File: src/rtl/field_pkt_framer.sv
module field_pkt_framer #(
  parameter int DATA_W = 24,
  parameter int CNT_W  = 16
) (
  input  logic              clk,
  input  logic              rst_n,
  input  logic              mode_strip,
  input  logic [15:0]       cfg_width,
  input  logic [15:0]       cfg_height,
  input  logic [1:0]        cfg_ilace,
  input  logic              fld_clr,
  input  logic [DATA_W-1:0] s_tdata,
  input  logic [1:0]        s_tuser,
  input  logic              s_tlast,
  input  logic              s_tvalid,
  output logic              s_tready,
  output logic [DATA_W-1:0] m_tdata,
  output logic [1:0]        m_tuser,
  output logic              m_tlast,
  output logic              m_tvalid,
  input  logic              m_tready
);
  typedef enum logic [2:0] {S_PASS, S_EOF0, S_EOF1, S_INF0, S_INF1, S_INF2} st_t;

  st_t              state;
  logic             first, in_drop, hdr_sent, field_open;
  logic [15:0]      line_cnt;
  logic [CNT_W-1:0] fld_cnt;
  logic [15:0]      word;
  logic [DATA_W-1:0] ins;
  logic             pass, stall, drop, in_acc, broken;

  assign pass   = (state == S_PASS);
  assign stall  = !mode_strip && s_tvalid && first && s_tuser[0] && !hdr_sent;
  assign drop   = mode_strip && (first ? s_tuser[1] : in_drop);
  assign broken = (line_cnt != cfg_height);

  always_comb begin
    case (state)
      S_EOF0:  word = {10'd0, broken, 5'd1};
      S_EOF1:  word = 16'(fld_cnt);
      S_INF0:  word = {8'd0, cfg_ilace, 6'd0};
      S_INF1:  word = cfg_width;
      default: word = cfg_height;
    endcase
    ins = '0;
    ins[15:0] = word;
  end

  assign m_tvalid = pass ? (s_tvalid && !drop && !stall) : 1'b1;
  assign s_tready = pass && !stall && (m_tready || drop);
  assign m_tdata  = pass ? s_tdata : ins;
  assign m_tuser  = pass ? s_tuser : ((state == S_EOF0 || state == S_INF0) ? 2'b10 : 2'b00);
  assign m_tlast  = pass ? s_tlast : (state == S_EOF1 || state == S_INF2);
  assign in_acc   = s_tvalid && s_tready;

  always_ff @(posedge clk) begin
    if (!rst_n) begin
      state      <= S_PASS;
      first      <= 1'b1;
      in_drop    <= 1'b0;
      hdr_sent   <= 1'b0;
      field_open <= 1'b0;
      line_cnt   <= '0;
    end else begin
      if (in_acc) begin
        first   <= s_tlast;
        in_drop <= drop && !s_tlast;
        if (first && s_tuser[0] && !mode_strip) hdr_sent <= 1'b0;
        if (!mode_strip && s_tlast && field_open && line_cnt != 16'hFFFF)
          line_cnt <= line_cnt + 16'd1;
      end
      case (state)
        S_PASS: if (stall) state <= field_open ? S_EOF0 : S_INF0;
        S_EOF0: if (m_tready) state <= S_EOF1;
        S_EOF1: if (m_tready) begin
          state      <= S_INF0;
          field_open <= 1'b0;
        end
        S_INF0: if (m_tready) state <= S_INF1;
        S_INF1: if (m_tready) state <= S_INF2;
        default: if (m_tready) begin
          state      <= S_PASS;
          hdr_sent   <= 1'b1;
          field_open <= 1'b1;
          line_cnt   <= '0;
        end
      endcase
    end
  end

  always_ff @(posedge clk) begin
    if (!rst_n || fld_clr) fld_cnt <= '0;
    else if (state == S_EOF1 && m_tready) fld_cnt <= fld_cnt + 1'b1;
  end

  assert_strip_drop_R2: assert property (@(posedge clk) disable iff (!rst_n)
    (mode_strip && pass && s_tvalid && first && s_tuser[1]) |-> !m_tvalid);

  assert_eof_on_sof_R4: assert property (@(posedge clk) disable iff (!rst_n)
    (state == S_EOF0) |-> (s_tvalid && first && s_tuser[0]));

  assert_sof_after_hdr_R3: assert property (@(posedge clk) disable iff (!rst_n)
    (!mode_strip && m_tvalid && pass && first && m_tuser[0]) |-> hdr_sent);

  assert_clr_wins_R7: assert property (@(posedge clk) disable iff (!rst_n)
    fld_clr |=> (fld_cnt == '0));

  assert_ins_hold_R8: assert property (@(posedge clk) disable iff (!rst_n)
    (!pass && !m_tready) |=> (m_tvalid && $stable(m_tdata) && $stable(m_tlast)));
endmodule

File: config.mk
export PLATFORM = sky130hd
export DESIGN_NAME = field_pkt_framer
export DESIGN_NICKNAME = d
export VERILOG_FILES = /design/src/rtl/field_pkt_framer.sv
export SDC_FILE = /design/constraint.sdc
export NUM_CORES = 1
export LEC_CHECK = 0
export BUFFER_PORTS_ARGS = -buffer_cell sky130_fd_sc_hd__clkbuf_2
export CORE_ASPECT_RATIO = 1.75
export CORE_UTILIZATION = 45
export DETAILED_ROUTE_END_ITERATION = 16
export GPL_ROUTABILITY_DRIVEN = 0
export MAX_ROUTING_LAYER = met4
export PLACE_DENSITY = 0.74
export SETUP_SLACK_MARGIN = 0.3
export SLEW_MARGIN = 20
export SYNTH_ARGS = -nofsm -noshare
export SYNTH_HDL_FRONTEND = slang
export SYNTH_SLANG_ARGS = --single-unit
File: constraint.sdc
create_clock -name clk -period 3.5 [get_ports clk]
set_input_delay 0.175 -clock clk [delete_from_list [all_inputs] [get_ports clk]]
set_output_delay 0.175 -clock clk [all_outputs]
set_load 0.02 [all_outputs]
**Yosys cells after proc, flatten, opt, wreduce, memory -nomap -nowiden**

Index checks and enable logic that the tools add are counted.
W data, S select, Z words.

- Add/sub/neg operators: 2
- Equality and inequality tests: 12
- Mux-type cells: 26
- Bitwise logic cells: 1
- Reductions and logical operators: 33

Operator list:

| operator | count |
|---|---|
| $mux W16 | 4 |
| $pmux W16 S4 | 1 |
| $add A16 B1 Y16 const B | 2 |
| $mux W24 | 1 |
| $mux W3 | 6 |
| $logic_and A1 B1 Y1 | 17 |
| $ne A16 B16 Y1 | 1 |
| $ne A16 B16 Y1 const B | 1 |
| $pmux W3 S5 | 1 |
| $mux W1 | 9 |
| $ne A2 B2 Y1 const B | 4 |
| $eq A3 B2 Y1 const B | 2 |
| $eq A3 B3 Y1 const B | 2 |
| $logic_not A1 Y1 | 6 |
| $mux W2 | 3 |
| $reduce_and A6 Y1 | 1 |
| $reduce_or A5 Y1 | 1 |
| $logic_or A1 B1 Y1 | 4 |
| $reduce_or A4 Y1 | 1 |
| $eq A3 B1 Y1 const B | 1 |
| $logic_not A3 Y1 | 1 |
| $ne A2 B1 Y1 const B | 1 |
| $pmux W1 S2 | 1 |
| $reduce_and A2 Y1 | 1 |
| other kinds (2) | 2 |

- Flip-flop bits (word level): 39
- Input port bits: 67
- Output and inout port bits: 29
- Word-level logic and storage cells: 81

**Longest topological paths before layout**

- Word-level depth: 12
- Mapped depth: 7
- Mapped depth without buffers: 6

**Least setup slack after synthesis**

Ideal clock, no wire load.

- Path type: register to output
- Start point: register state[2]
- End point: output port m_tlast
- Arrival: 1.825 ns
- Required time: 3.325 ns
- Path slack: 1.500 ns
- Stages on the path, launching flop included: 6
- Buffers on the path: 3
- Path through: dfxtp_1 -> clkbuf_1 -> clkbuf_1 -> clkbuf_1 -> nand2_1 -> o21ai_0

- Word-level cells in the longest chain between the ends: 3

Ends and longest elaborated chain:

| element | RTL line | RTL |
|---|---|---|
| start: declaration | 25 | `st_t state;` |
| start signal: assignment | 74 | `S_PASS: if (stall) state <= field_open ? S_EOF0 : S_INF0;` |
| $eq A3 B2 Y1 / $eq A3 B3 Y1 (equally long branches) | 54 | `assign m_tlast = pass ? s_tlast : (state == S_EOF1 \|\| state == S_INF2);` |
| $logic_or A1 B1 Y1 | 54 |  |
| $mux W1 * | 54 |  |
| end: declaration | 19 | `output logic m_tlast,` |

Every way passes the cells marked *; elsewhere a longest branch is shown, timed or not.

**Worst setup path after layout**

- Start point: register state[2]
- End point: output port m_tdata[8]

- Word-level cells in the longest chain between the ends: 3

Ends and longest elaborated chain:

| element | RTL line | RTL |
|---|---|---|
| $eq A3 B3 Y1 (tied with other cells) | 39 | `case (state)` |
| $pmux W16 S4 | 39 |  |
| $mux W24 * | 52 | `assign m_tdata = pass ? s_tdata : ins;` |
| end: declaration | 17 | `output logic [DATA_W-1:0] m_tdata,` |

Marks and branches as above.

==> run summary <==
status: completed
Arr. time, crit path: 2500 ps
First DRT Iteration DRCs: 184
Final Skew: 7.69 ps
Rows: 38
Combinational Power Share: 0.392
antenna-violating nets left: 0
Setup crit start kind: flop
Syn Nets: 455
total global-route track usage: 0.251
flops & latches, synth: 39
worst-margin pin slew: 871 ps
Initial Utilization: 0.466
Most used DFF post-synth: dfxtp_1
max_cap viols: 0
WP data required: 3320 ps
Max Clk Rate: 374 MHz
CP endpoint kind: output pin
final setup fails: 0
Distinct cells, synth: 47
die height: 108 um
CTS Buf Count: 5
fin crit period: 2670 ps
most common cell after layout, fill and taps aside: clkbuf_2
Yosys top cell area share: 0.271
Final Hold Viols: 0
Synth area leader: dfxtp_1
Core Area: 6180 sq um
initial antenna violation count: 0
CP Max Fanout: 32
setup repair bufs after CTS: 0
EDFF count, synth: 0
Syn-to-layout area delta: 20.9%
Port Buffers: 95
Root Driver: clkbuf_8
slowest stage delay, CP: 750 ps
Die ar.: 6730 sq um
Synth Warn #: 0
post-DR vias/cell: 5.57
Seq/Total Area, Yosys: 0.271
first-pass GRT wire length: 13,100 um
TritonCTS clock tree: built
Hold Slack: 106 ps
drt total wl: 8170 um
pins over their slew limit: 0
post-DP HPWL: 6480 um
CP cell instances: buf_4 > nor2b_1 > a21oi_1 > o21ai_0 > mux2_2 > clkbuf_2
DR WL/cell: 14.9 um
Synth Instances: 386
Async SR Flop Fraction: 0
first drt pass iteration count: 4
CP max stage cell: nor2b_1
vias in the first global route: 2,807
# diodes: 0
H-Tree Level Count: 2
total global routing overflow: 0
worst hold path class: in -> reg
Pint: 0.816 mW
kind of critical path: reg -> out
static leakage: 1.43 nW
Hold-fix buffers, CTS: 0
CTS resizes: 0
Residual DRC: 0
I/O pins: 96
setup_tns: 0 ps
Relative slew margins: 0.418
top post-synthesis cells by area: dfxtp_1, a21oi_1, mux2_2
PD cells: 374 nW/um^2
switching share of total power: 0.373
clock-pin slew on the worst setup and hold paths: 70 ps
Clock Power Share: 0.239
RSZ-0062 raised after global routing: false
vias after detailed routing: 3,059
most frequent cells in the layout: clkbuf_2, nor2_1, dfxtp_1
switching power: 0.485 mW
Die Wd: 62.5 um
Final nets: 538
worst-skew pair later-pin latency: 290 ps
Num Clock Sinks: 39
Flop pwr share: 0.369
mean post-synth cell area: 7.46 sq um
CTS Buffer Depth: 2
final period utilization: 0.764
largest net degree at the start of global routing: 33
fill count: 618
layout cells sized above 1: 0.271
Syn Std Cell Area: 2880 sq um
worst IR drop on VDD: 248 uV
## worst max-delay path, delay by kind of cell (launching register included)
family,cells,cell delay (ps)
buffers and inverters,2,480
AO/OA/AOI/OAI,2,390
flip-flops,1,390
multiplexers,1,190
AND/OR/NAND/NOR,1,750
## cells in the mapped netlist, types with 6 or more instances
cell       n
xnor2_1   12
nand4_1    6
a21oi_1   38
nand3_1   12
nand2_1   36
mux2i_1   14
inv_1     13
nor3_1     6
mux2_2    14
nor2_1    42
or3_1      9
nor4_1     8
xor2_1    17
and2_1    11
dfxtp_1   39
clkbuf_1  18
o21ai_0   27
## kinds of logic (layout without fill, tap and decap cells)
family / Yosys count / after routing / synth area share
DFF: 39 / 39 / 0.271
muxes: 28 / 28 / 0.103
AOI/OAI and AO/OA: 93 / 93 / 0.189
xor gates and xnor gates: 29 / 29 / 0.0883
and+or+nand+nor: 158 / 158 / 0.288
adders and majority gates: 2 / 2 / 0.00869
buffers and inverters: 37 / 120 / 0.0517
## routing by layer
| layer | routed length, um | track usage | share of wire | vias up |
|---|---|---|---|---|
| met2 | 4420 | 0.453 | 0.54 | 83 |
| met1 | 3290 | 0.282 | 0.40 | 1433 |
| li1 | - | - | - | 1536 |
| met3 | 365 | 0.0318 | 0.045 | 7 |
| met5 | 0 | - | 0 | - |
| met4 | 93 | 0.0831 | 0.011 | 0 |
## power groups by stage
stage | clock, mW | sequential, mW | combinational (mW)
2_1_floorplan | 0 | 0.463 | 0.368
3_3_place_gp | 0 | 0.488 | 0.502
3_5_place_dp | 0 | 0.490 | 0.509
4_1_cts | 0.318 | 0.480 | 0.510
5_1_grt | 0.334 | 0.483 | 0.547
6_report | 0.311 | 0.480 | 0.509
## state kept, by name, summed over array words and instances, names as in the netlist
signal / count
hdr_sent: 1
line_cnt: 16
in_drop: 1
first: 1
field_open: 1
fld_cnt: 16
state: 3
## layout make-up
type                       instances  area, sq um  share of cell area
timing repair buffer             100          513               0.147
clock inverter                     1         5.00             0.00144
sequential                        39          781               0.224
clock buffer                       6         82.6              0.0237
multi-input combinational        310         1950               0.560
inverter                          13         48.8              0.0140
tap                               80          100              0.0288
## stage by stage
step / worst slack, ps / instance area (sq um) / cells / utilization / power (mW)
2_1_floorplan: 1500 / 2880 / 386 / - / 0.831
3_3_place_gp: 1170 / 3390 / 542 / 0.549 / 0.990
3_5_place_dp: 1110 / 3390 / 542 / 0.549 / 0.999
4_1_cts: 834 / 3480 / 549 / 0.563 / 1.31
5_1_grt: 630 / 3480 / 549 / 0.563 / 1.36
6_report: 827 / 3480 / 549 / 0.563 / 1.30
## final timing paths
path / from / endpoint / slack, ps / cells after the start
worst max register to register: state[1] / fld_cnt[14] / 1070 / 5
worst min-delay path: rst_n / first / 110 / 2
worst min register to register: in_drop / in_drop / 480 / 2
worst max-delay path: state[2] / m_tdata[8] / 830 / 6
Note: power is estimated with default switching activity, not from simulation.
